`src/rtl/wtinv_pkg.sv`:
```
package wtinv_pkg;

    typedef enum logic [1:0] {
        ST_IDLE = 2'd0,
        ST_ARB  = 2'd1,
        ST_XFER = 2'd2,
        ST_DONE = 2'd3
    } ctl_state_t;

endpackage

```
`src/rtl/wtinv_line_store.sv`:
```
module wtinv_line_store #(
    parameter int LINES  = 16,
    parameter int TAG_W  = 26,
    parameter int DATA_W = 32,
    localparam int IDX_W = $clog2(LINES)
) (
    input  logic              clk,
    input  logic              rst_n,
    // lookup port for the processor side
    input  logic [IDX_W-1:0]  lk_idx,
    input  logic [TAG_W-1:0]  lk_tag,
    output logic              lk_hit,
    output logic [DATA_W-1:0] lk_data,
    // probe port for the snoop side
    input  logic [IDX_W-1:0]  pr_idx,
    output logic              pr_valid,
    output logic [TAG_W-1:0]  pr_tag,
    // update port
    input  logic              wr_en,
    input  logic              wr_fill,
    input  logic [IDX_W-1:0]  wr_idx,
    input  logic [TAG_W-1:0]  wr_tag,
    input  logic [DATA_W-1:0] wr_data,
    input  logic              inv_en,
    input  logic [IDX_W-1:0]  inv_idx
);

    logic [LINES-1:0]  valid_q;
    logic [TAG_W-1:0]  tag_q  [LINES];
    logic [DATA_W-1:0] data_q [LINES];

    assign lk_hit   = valid_q[lk_idx] && (tag_q[lk_idx] == lk_tag);
    assign lk_data  = data_q[lk_idx];
    assign pr_valid = valid_q[pr_idx];
    assign pr_tag   = tag_q[pr_idx];

    // Invalidate first; a fill on the same edge wins (cannot coincide on an atomic bus).
    always_ff @(posedge clk) begin
        if (!rst_n) begin
            valid_q <= '0;
        end else begin
            if (inv_en)
                valid_q[inv_idx] <= 1'b0;
            if (wr_en && wr_fill)
                valid_q[wr_idx] <= 1'b1;
        end
    end

    always_ff @(posedge clk) begin
        if (wr_en) begin
            data_q[wr_idx] <= wr_data;
            if (wr_fill)
                tag_q[wr_idx] <= wr_tag;
        end
    end

    // an invalidation not overridden by a fill leaves the line invalid
    a_r7_inv_clears: assert property (@(posedge clk) disable iff (!rst_n)
        (inv_en && !(wr_en && wr_fill && wr_idx == inv_idx)) |=> !valid_q[$past(inv_idx)]);

    // all lines invalid right after reset
    a_r1_reset_empty: assert property (@(posedge clk)
        !rst_n |=> (valid_q == '0));

endmodule

```
`src/rtl/wtinv_snoop_filter.sv`:
```
module wtinv_snoop_filter #(
    parameter int ADDR_W = 32,
    parameter int ID_W   = 2,
    parameter int IDX_W  = 4,
    parameter int OFF_W  = 2,
    parameter logic [ID_W-1:0] LOCAL_ID = '0,
    localparam int TAG_W = ADDR_W - IDX_W - OFF_W
) (
    input  logic              snp_valid,
    input  logic              snp_wr,
    input  logic [ADDR_W-1:0] snp_addr,
    input  logic [ID_W-1:0]   snp_id,
    output logic [IDX_W-1:0]  pr_idx,
    input  logic              pr_valid,
    input  logic [TAG_W-1:0]  pr_tag,
    output logic              inv_en
);

    logic             foreign_wr;
    logic [TAG_W-1:0] snp_tag;

    assign pr_idx     = snp_addr[OFF_W +: IDX_W];
    assign snp_tag    = snp_addr[ADDR_W-1 -: TAG_W];
    assign foreign_wr = snp_valid && snp_wr && (snp_id != LOCAL_ID);
    assign inv_en     = foreign_wr && pr_valid && (pr_tag == snp_tag);

endmodule

```
`src/rtl/wtinv_ctl_fsm.sv`:
```
module wtinv_ctl_fsm
    import wtinv_pkg::*;
(
    input  logic       clk,
    input  logic       rst_n,
    input  logic       cpu_req,
    input  logic       cpu_we,
    input  logic       lk_hit,
    input  logic       bus_gnt,
    input  logic       bus_ack,
    output ctl_state_t state,
    output logic       accept,
    output logic       commit,
    output logic       bus_req,
    output logic       bus_valid,
    output logic       cpu_done
);

    ctl_state_t state_q, state_d;

    always_comb begin
        state_d = state_q;
        unique case (state_q)
            ST_IDLE: if (cpu_req) state_d = (!cpu_we && lk_hit) ? ST_DONE : ST_ARB;
            ST_ARB:  if (bus_gnt) state_d = ST_XFER;
            ST_XFER: if (bus_ack) state_d = ST_DONE;
            ST_DONE: state_d = ST_IDLE;
            default: state_d = ST_IDLE;
        endcase
    end

    always_ff @(posedge clk) begin
        if (!rst_n) state_q <= ST_IDLE;
        else        state_q <= state_d;
    end

    always_comb begin
        accept    = (state_q == ST_IDLE) && cpu_req;
        commit    = (state_q == ST_XFER) && bus_ack;
        bus_req   = (state_q == ST_ARB) || (state_q == ST_XFER);
        bus_valid = (state_q == ST_XFER);
        cpu_done  = (state_q == ST_DONE);
    end

    assign state = state_q;

    // a command only follows a sampled grant
    a_r5_cmd_after_grant: assert property (@(posedge clk) disable iff (!rst_n)
        $rose(bus_valid) |-> $past(bus_gnt));

    // completion and a live bus command never overlap
    a_r6_done_excl: assert property (@(posedge clk) disable iff (!rst_n)
        !(bus_valid && cpu_done));

    // completion lasts one cycle
    a_r6_done_pulse: assert property (@(posedge clk) disable iff (!rst_n)
        cpu_done |=> !cpu_done);

endmodule

```
`src/rtl/wtinv_cache_ctrl.sv`:
```
module wtinv_cache_ctrl
    import wtinv_pkg::*;
#(
    parameter int ADDR_W = 32,
    parameter int DATA_W = 32,
    parameter int LINES  = 16,
    parameter int ID_W   = 2,
    parameter logic [ID_W-1:0] LOCAL_ID = 2'd1
) (
    input  logic              clk,
    input  logic              rst_n,
    input  logic              cpu_req,
    input  logic              cpu_we,
    input  logic [ADDR_W-1:0] cpu_addr,
    input  logic [DATA_W-1:0] cpu_wdata,
    output logic [DATA_W-1:0] cpu_rdata,
    output logic              cpu_done,
    output logic              bus_req,
    input  logic              bus_gnt,
    output logic              bus_valid,
    output logic              bus_wr,
    output logic [ADDR_W-1:0] bus_addr,
    output logic [DATA_W-1:0] bus_wdata,
    output logic [ID_W-1:0]   bus_id,
    input  logic [DATA_W-1:0] bus_rdata,
    input  logic              bus_ack,
    input  logic              snp_valid,
    input  logic              snp_wr,
    input  logic [ADDR_W-1:0] snp_addr,
    input  logic [ID_W-1:0]   snp_id
);

    localparam int IDX_W = $clog2(LINES);
    localparam int OFF_W = $clog2(DATA_W / 8);
    localparam int TAG_W = ADDR_W - IDX_W - OFF_W;

    ctl_state_t        state;
    logic              accept, commit;
    logic              rq_we;
    logic [ADDR_W-1:0] rq_addr;
    logic [DATA_W-1:0] rq_wdata;
    logic [DATA_W-1:0] rdata_q;

    logic [ADDR_W-1:0] lk_addr;
    logic              lk_hit;
    logic [DATA_W-1:0] lk_data;
    logic [IDX_W-1:0]  pr_idx;
    logic              pr_valid;
    logic [TAG_W-1:0]  pr_tag;
    logic              inv_en;
    logic              wr_en;

    // In IDLE the lookup serves the incoming request, otherwise the held one.
    assign lk_addr = (state == ST_IDLE) ? cpu_addr : rq_addr;

    wtinv_ctl_fsm u_fsm (
        .clk       (clk),
        .rst_n     (rst_n),
        .cpu_req   (cpu_req),
        .cpu_we    (cpu_we),
        .lk_hit    (lk_hit),
        .bus_gnt   (bus_gnt),
        .bus_ack   (bus_ack),
        .state     (state),
        .accept    (accept),
        .commit    (commit),
        .bus_req   (bus_req),
        .bus_valid (bus_valid),
        .cpu_done  (cpu_done)
    );

    // Reads always fill on completion; writes touch the line only if it is still a hit.
    assign wr_en = commit && (!rq_we || lk_hit);

    wtinv_line_store #(
        .LINES  (LINES),
        .TAG_W  (TAG_W),
        .DATA_W (DATA_W)
    ) u_store (
        .clk      (clk),
        .rst_n    (rst_n),
        .lk_idx   (lk_addr[OFF_W +: IDX_W]),
        .lk_tag   (lk_addr[ADDR_W-1 -: TAG_W]),
        .lk_hit   (lk_hit),
        .lk_data  (lk_data),
        .pr_idx   (pr_idx),
        .pr_valid (pr_valid),
        .pr_tag   (pr_tag),
        .wr_en    (wr_en),
        .wr_fill  (!rq_we),
        .wr_idx   (rq_addr[OFF_W +: IDX_W]),
        .wr_tag   (rq_addr[ADDR_W-1 -: TAG_W]),
        .wr_data  (rq_we ? rq_wdata : bus_rdata),
        .inv_en   (inv_en),
        .inv_idx  (pr_idx)
    );

    wtinv_snoop_filter #(
        .ADDR_W   (ADDR_W),
        .ID_W     (ID_W),
        .IDX_W    (IDX_W),
        .OFF_W    (OFF_W),
        .LOCAL_ID (LOCAL_ID)
    ) u_snoop (
        .snp_valid (snp_valid),
        .snp_wr    (snp_wr),
        .snp_addr  (snp_addr),
        .snp_id    (snp_id),
        .pr_idx    (pr_idx),
        .pr_valid  (pr_valid),
        .pr_tag    (pr_tag),
        .inv_en    (inv_en)
    );

    always_ff @(posedge clk) begin
        if (!rst_n) begin
            rq_we    <= 1'b0;
            rq_addr  <= '0;
            rq_wdata <= '0;
            rdata_q  <= '0;
        end else begin
            if (accept) begin
                rq_we    <= cpu_we;
                rq_addr  <= cpu_addr;
                rq_wdata <= cpu_wdata;
                if (!cpu_we && lk_hit)
                    rdata_q <= lk_data;
            end
            if (commit && !rq_we)
                rdata_q <= bus_rdata;
        end
    end

    assign cpu_rdata = rdata_q;
    assign bus_wr    = rq_we;
    assign bus_addr  = rq_addr;
    assign bus_wdata = rq_wdata;
    assign bus_id    = LOCAL_ID;

    // a read hit completes next cycle without the bus
    a_r2_hit_no_bus: assert property (@(posedge clk) disable iff (!rst_n)
        (accept && !cpu_we && lk_hit) |=> (cpu_done && !bus_req));

    // every write asks for the bus
    a_r4_write_to_bus: assert property (@(posedge clk) disable iff (!rst_n)
        (accept && cpu_we) |=> (bus_req && !cpu_done));

    // completion follows the acknowledge by one cycle
    a_r6_done_after_ack: assert property (@(posedge clk) disable iff (!rst_n)
        (bus_valid && bus_ack) |=> (cpu_done && !bus_req));

    // holding for the grant keeps the request up
    a_r5_hold_req: assert property (@(posedge clk) disable iff (!rst_n)
        (bus_req && !bus_valid && !bus_gnt) |=> (bus_req && !bus_valid));

endmodule

```
`config.mk`:
```
export PLATFORM = sky130hd
export DESIGN_NAME = wtinv_cache_ctrl
export DESIGN_NICKNAME = d
export VERILOG_FILES = /design/src/rtl/wtinv_pkg.sv /design/src/rtl/wtinv_line_store.sv /design/src/rtl/wtinv_snoop_filter.sv /design/src/rtl/wtinv_ctl_fsm.sv /design/src/rtl/wtinv_cache_ctrl.sv
export SDC_FILE = /design/constraint.sdc
export NUM_CORES = 2
export LEC_CHECK = 0
export BUFFER_PORTS_ARGS = -buffer_cell sky130_fd_sc_hd__buf_2
export CORE_UTILIZATION = 55
export CTS_CLUSTER_DIAMETER = 80
export DETAILED_ROUTE_END_ITERATION = 10
export PLACE_DENSITY_LB_ADDON = 0.08
export SLEW_MARGIN = 5
export SYNTH_ARGS = -nofsm -noshare
export SYNTH_HDL_FRONTEND = slang
export SYNTH_SLANG_ARGS = --single-unit
```
`constraint.sdc`:
```
create_clock -name clk -period 7.28 [get_ports clk]
set_input_delay 1.456 -clock clk [delete_from_list [all_inputs] [get_ports clk]]
set_output_delay 1.456 -clock clk [all_outputs]
set_load 0.01 [all_outputs]
```
# --- After elaboration in Yosys (flattened, before gate mapping) ---
# Memory sizes are Yosys's and may differ from the RTL's. A register that Yosys moved wholly into a read port is not among the register bits.
# Cells that the tools add are included.
op_classes:
  order_cmp: 5
  n_mux: 23
  bitwise_logic: 3
  n_eq_ne: 9
  reduce_logical: 23
op_table:
  columns: ["op", "n"]
  rows:
  - ["32-bit two-way mux", 2]
  - ["26-bit equality test", 2]
  - ["16-bit two-way mux", 3]
  - ["16-bit AND", 1]
  - ["16-bit inverter", 1]
  - ["16-bit OR", 1]
  - ["4-bit by 5-bit < comparator with 1-bit output, second input constant", 3]
  - ["1-bit logical AND", 13]
  - ["1-bit two-way mux", 9]
  - ["1-bit binary-select mux with 4-bit select", 2]
  - ["1-bit demux with 4-bit select", 2]
  - ["4-bit by 1-bit >= comparator with 1-bit output, second input constant", 2]
  - ["2-bit two-way mux", 4]
  - ["2-bit case mux with 4 select lines", 1]
  - ["2-bit equality test, second input constant", 2]
  - ["2-bit by 1-bit != test with 1-bit output, second input constant", 2]
  - ["2-bit != test, second input constant", 2]
  - ["2-bit nonzero test", 2]
  - ["1-bit logical NOT", 3]
  - ["3-bit AND reduction", 1]
  - ["2-bit by 1-bit equality test with 1-bit output, second input constant", 1]
  - ["2-bit logical NOT", 1]
  - ["1-bit logical OR", 2]
  - ["2-bit AND reduction", 1]
word_totals:
  elab_cells: 70
  output_inout_bits: 102
  inputBits: 138
  n_memories: 2
  ramBits: 928
  register_bits: 83
mem_list:
  columns: ["name", "depth", "width", "rd", "rd_ports_with_merged_regs", "wr", "line_no", "rtl"]
  rows:
  - ["u_store.data_q", 16, 32, 1, 1, 1, "wtinv_line_store.sv:30", "logic [DATA_W-1:0] data_q [LINES];"]
  - ["u_store.tag_q", 16, 26, 2, 0, 1, "wtinv_line_store.sv:29", "logic [TAG_W-1:0] tag_q [LINES];"]

# --- Depth between registers and ports, before layout ---
depth:
  depth_word: 10
  depth_mapped: 18
  mapped_depth_nobuf: 12

# --- By module ---
# Synthesis repeated with hierarchy kept, for this count alone.
hier_totals:
  cells_unflattened: 2334
  area_unflattened_um2: 45145.8
by_module_without_submodules:
  columns: ["mod", "n_inst", "area_per_inst_um2", "cells_per_inst", "seq_area_each_um2"]
  rows:
  - ["wtinv_line_store", 1, 39968.3, 1800, 28187.0]
  - ["wtinv_cache_ctrl", 1, 4633.2, 470, 1941.9]
  - ["wtinv_snoop_filter", 1, 332.8, 42, 0.0]
  - ["wtinv_ctl_fsm", 1, 211.5, 22, 40.0]

# --- Least setup slack after synthesis ---
# No wires, ideal clock.
synth_timing:
  path_kind: "in2reg"
  startpoint: "in cpu_addr[2]"
  endpoint: "mem u_store.data_q[0][0] (enable)"
  path_buffers: 2
  path_stages: 12
  required_time_ns: 6.778
  arrival_ns: 6.984
  setup_ns: 0.502
  setup_slack_ns: -0.206
  cell_sequence: "mux2_2 buf_6 buf_6 o21ai_1 o22ai_1 nor4_1 xor2_1 a2111oi_0 nand4_1 o21ai_2 nand3_2 nor4_1"
synth_via:
  elab_chain_len: 8
  elab_cells_between_ends: 10
  classes_between: "eq/ne: 1; mux: 5; reduce/logical: 3; memory: 1"
synth_rtl:
  columns: ["item", "line_no", "rtl"]
  rows:
  - ["start: declaration", "wtinv_cache_ctrl.sv:14", "input logic [ADDR_W-1:0] cpu_addr,"]
  - ["32-bit two-way mux (*)", "wtinv_cache_ctrl.sv:54", "assign lk_addr = (state == ST_IDLE) ? cpu_addr : rq_addr;"]
  - ["memory 16 x 26 bit or 1-bit binary-select mux with 4-bit select (tied branches)", null, null]
  - ["26-bit equality test or 1-bit two-way mux (tied branches)", "wtinv_line_store.sv:32", "assign lk_hit = valid_q[lk_idx] && (tag_q[lk_idx] == lk_tag);"]
  - ["1-bit logical AND (*)", "wtinv_line_store.sv:32", null]
  - ["1-bit logical OR (*)", "wtinv_cache_ctrl.sv:73", "assign wr_en = commit && (!rq_we || lk_hit);"]
  - ["1-bit logical AND (*)", "wtinv_cache_ctrl.sv:73", null]
  - ["1-bit two-way mux (*)", "wtinv_line_store.sv:50", "if (wr_en) begin"]
  - ["1-bit two-way mux (implied by the code) (*)", "wtinv_line_store.sv:51", "data_q[wr_idx] <= wr_data;"]
  - ["end: declaration", "wtinv_line_store.sv:30", null]
# Every way passes the cells marked *; elsewhere a longest branch is shown, timed or not. The select of a mux whose other input is x is not followed.

# --- Worst setup path after layout ---
layout_timing:
  startpoint: "reg u_fsm.state_q[0] (netlist: u_fsm.state[0])"
  endpoint: "mem u_store.data_q[0][9] (enable)"
layout_via:
  elab_chain_len: 9
  elab_cells_between_ends: 13
  classes_between: "eq/ne: 2; mux: 5; reduce/logical: 5; memory: 1"
layout_rtl:
  columns: ["item", "line_no", "rtl"]
  rows:
  - ["start: declaration", "wtinv_ctl_fsm.sv:19", "ctl_state_t state_q, state_d;"]
  - ["start signal: assignment", "wtinv_ctl_fsm.sv:34", "else state_q <= state_d;"]
  - ["2-bit logical NOT", "wtinv_cache_ctrl.sv:54", null]
  - ["32-bit two-way mux", "wtinv_cache_ctrl.sv:54", null]
  - ["memory 16 x 26 bit or 1-bit binary-select mux with 4-bit select (tied branches)", null, null]
  - ["26-bit equality test or 1-bit two-way mux (tied branches)", "wtinv_line_store.sv:32", null]
  - ["1-bit logical AND", "wtinv_line_store.sv:32", null]
  - ["1-bit logical OR", "wtinv_cache_ctrl.sv:73", null]
  - ["1-bit logical AND (*)", "wtinv_cache_ctrl.sv:73", null]
  - ["1-bit two-way mux (*)", "wtinv_line_store.sv:50", null]
  - ["1-bit two-way mux (implied by the code) (*)", "wtinv_line_store.sv:51", null]
# Marked as above.

==> impl_metrics.csv <==
group,metric,value,unit
synth,synth-seq-cells,1043,
setup_path,required,7.64,ns
detailed_routing,finalWirelength,138200,um
timing,fin_skew,0.02521,ns
place,gp_congestion,0.8871,
global_route,track_usage,0.3206,
setup_path,worstSetupEndpointType,"flip-flop",
global_route,grt_overflow,0,
clock_tree,clk_pin_slew,0.06,ns
global_route,grt_max_degree,114,
synth,synth-async-reset-ratio,0,
floorplan,dieArea,0.08627,mm^2
timing,fin_crit_sh,0.7862,
power_and_ir_drop,p_leak,0.01864,uW
timing,tightestPinTransition,1.174,ns
synth,synth_top_flop_cell,"edfxtp_1",
run,maxCapViolations,0,
floorplan,start_util,0.5575,
finish,instances_no_fill,4823,
detailed_routing,detail-route-antenna-nets,0,
power_and_ir_drop,power_density,337.5,mW/mm^2
setup_path,timing_worst_setup_path_type,"reg2reg",
synth,synth_nets,3542,
clock_tree,htree_levels,3,
global_route,antenna_found_initial,4,
synth,synth_top_area_frac,0.5954,
detailed_routing,num_vias,31390,
finish,n_fill_cell,6182,
detailed_routing,avgViaCountPerCell,6.507,
detailed_routing,drc,0,
detailed_routing,first_pass_iters,6,
clock_tree,cts_hold_buf,0,
synth,synthesis.area,0.04680,mm^2
detailed_routing,post_drt_wl_per_cell,28.65,um
timing,worst_slack,1.556,ns
synth,synth.top_cells.by_area,"edfxtp_1 60%, mux4_2 8.6%, nand2_1 5.7%, dfxtp_1 4.9%, mux2i_1 3.4%",
floorplan,die_x,293.7,um
timing,fmaxAchievable,174.7,MHz
clock_tree,cts_buffer_depth,3,
clock_tree,cts_tree,"yes",
place,pre_cts_ws,0.9928,ns
clock_tree,clk-insertion-delay-late,0.69,ns
clock_tree,numCtsBuffers,108,
place,portBuffers,235,
place,dp_cells,4615,
global_route,grt_pass1_wl,202300,um
synth,synth_area_per_cell,13.77,um^2
setup_path,critPathLaunchType,"flip-flop",
timing,hold_viol_final,0,
min_path,hold_path.class,"reg2reg",
timing,min_period,5.724,ns
detailed_routing,dr.first_iter.drc_count,3866,
floorplan,rows,106,
floorplan,io_pins,240,
timing,setup_viol,0,
clock_tree,clockRootBuffer,"clkbuf_16",
place,dp_hpwl,79890,um
floorplan,core,0.08395,mm^2
synth,yosys.area.top_type,"edfxtp_1",
finish,area_growth,13.87,%
finish,nets,3734,
global_route,grt_pass1_vias,31050,
power_and_ir_drop,ir_drop,244.7,uV
clock_tree,post_cts_buffers,0,
synth,synth_warnings,0,
setup_path,arrival,6.08,ns
synth,yosysUniqueCellTypes,70,
run_status,status,"complete, no violations",
synth,synth_commonest_cells,"928 x edfxtp_1, 709 x nand2_1, 280 x nand3_1",
timing,rsz0062_at_grt,"no",
clock_tree,post_cts_resized,0,
timing,slew_headroom,0.2163,
setup_path,crit_fanout,32,
setup_path,r2r_slack,1.56,ns
floorplan,fp.dieH,293.7,um
synth,synth_edf_count,928,
timing,maxSlewViolCount,0,
synth,synth_cells,3399,
clock_tree,cts_sinks,1043,
synth,synth_most_common_cell,"edfxtp_1",
finish,layout-drive-gt1-share,0.2214,
synth,ys_seq_area_frac,0.6446,
## cell families (layout without fill, tap and decap cells)
| logic type | count (synthesis) | count (layout) | share of synthesized area |
|---|---|---|---|
| and+or+nand+nor | 1217 | 1217 | 0.1166 |
| DFF | 1043 | 1043 | 0.6446 |
| AOI/OAI and AO/OA | 435 | 435 | 0.07074 |
| muxes | 381 | 381 | 0.1308 |
| buffers and inverters | 266 | 553 | 0.02639 |
| xor gates and xnor gates | 50 | 50 | 0.009357 |
| adders and majority gates | 5 | 5 | 0.001337 |
| other | 2 | 5 | 0.0001605 |
## report_power, final
group | internal, uW | leakage (uW) | total, uW | switching (uW)
sequential | 6900 | 0.00938 | 7140 | 246
combinational | 1700 | 0.00741 | 5100 | 3390
clock | 3410 | 0.00184 | 5750 | 2340
total | 12000 | 0.0186 | 18000 | 5980
## layout make-up
class                      instances  area, um^2  area share
multi-input combinational       2090       15710      0.2948
sequential                      1043       30170      0.5661
clock buffer                     156        3115     0.05846
inverter                          11       41.29   0.0007748
clock inverter                    49       614.3     0.01153
antenna                            3       7.507   0.0001409
timing repair buffer             337        2216     0.04158
tap                             1134        1419     0.02662
## layout by cell type (no fill, tap or decap), types with 29 or more instances in the layout
cell type  instances
and3_1            37
nand3_1          280
xor2_1            29
a311oi_1          64
buf_2            232
a21oi_1           37
mux4_2           178
a21boi_0          69
o21ai_0           50
mux2i_1          156
edfxtp_1         928
clkbuf_16        110
dfxtp_1          114
buf_4             83
a31oi_1           34
mux2_2            37
nand2_1          707
o22ai_1           37
nor3b_1           33
o31ai_1           32
## through the flow
stage / util / instance area, um^2 / TNS, ns / power (uW) / hold WS (ns)
2_1_floorplan: - / 46800 / -24.52 / 10490 / 0.4666
3_3_place_gp: 0.5903 / 49560 / 0 / 12180 / 0.4501
3_5_place_dp: 0.5903 / 49560 / 0 / 12290 / 0.4579
4_1_cts: 0.6347 / 53290 / 0 / 17990 / 0.4662
5_1_grt: 0.6348 / 53290 / 0 / 18600 / 0.4899
6_report: 0.6348 / 53290 / 0 / 17990 / 0.4671
## per-layer routing
layer  vias to the layer above  global-route usage  routed length, um
met5                         -                   0                 17
met4                         2              0.1303               5648
met3                       307             0.05234              12340
met2                      1690              0.5227              66880
met1                     15970              0.4316              53310
li1                      13420                   -                  -
## worst max-delay path: stages (launching register included)
cell and delay [ns]:
dfxtp_1 0.34, inv_1 0.17, ha_4 0.33, buf_4 0.40, nor3b_1 0.13, o21ai_1 0.74
buf_4 0.31, o22ai_1 0.09, nor4_1 0.46, xor2_1 0.17, nor4_1 0.65, nand4b_1 0.33
o21ai_4 0.27, nand3_2 0.12, buf_12 0.17, nor4_2 0.34, buf_12 0.32
## sequential cells by signal, indices dropped and copies added, names as in the netlist
name,count
u_store.valid_q,16
cpu_rdata,32
u_store.data_q,512
u_fsm.state,2
bus_addr,32
bus_wdata,32
bus_wr,1
u_store.tag_q,416
## worst paths after layout
check                         startpoint                              to  depth (start not counted)
min reg2reg     bus_addr[1]$_SDFFE_PN0P_        bus_addr[1]$_SDFFE_PN0P_                          2
min             bus_addr[1]$_SDFFE_PN0P_        bus_addr[1]$_SDFFE_PN0P_                          2
max reg2reg  u_fsm.state[0]$_SDFFE_PN0P_  u_store.data_q[0][9]$_DFFE_PP_                         16
max          u_fsm.state[0]$_SDFFE_PN0P_  u_store.data_q[0][9]$_DFFE_PP_                         16
No activity file was read; power rests on OpenSTA's default activity.
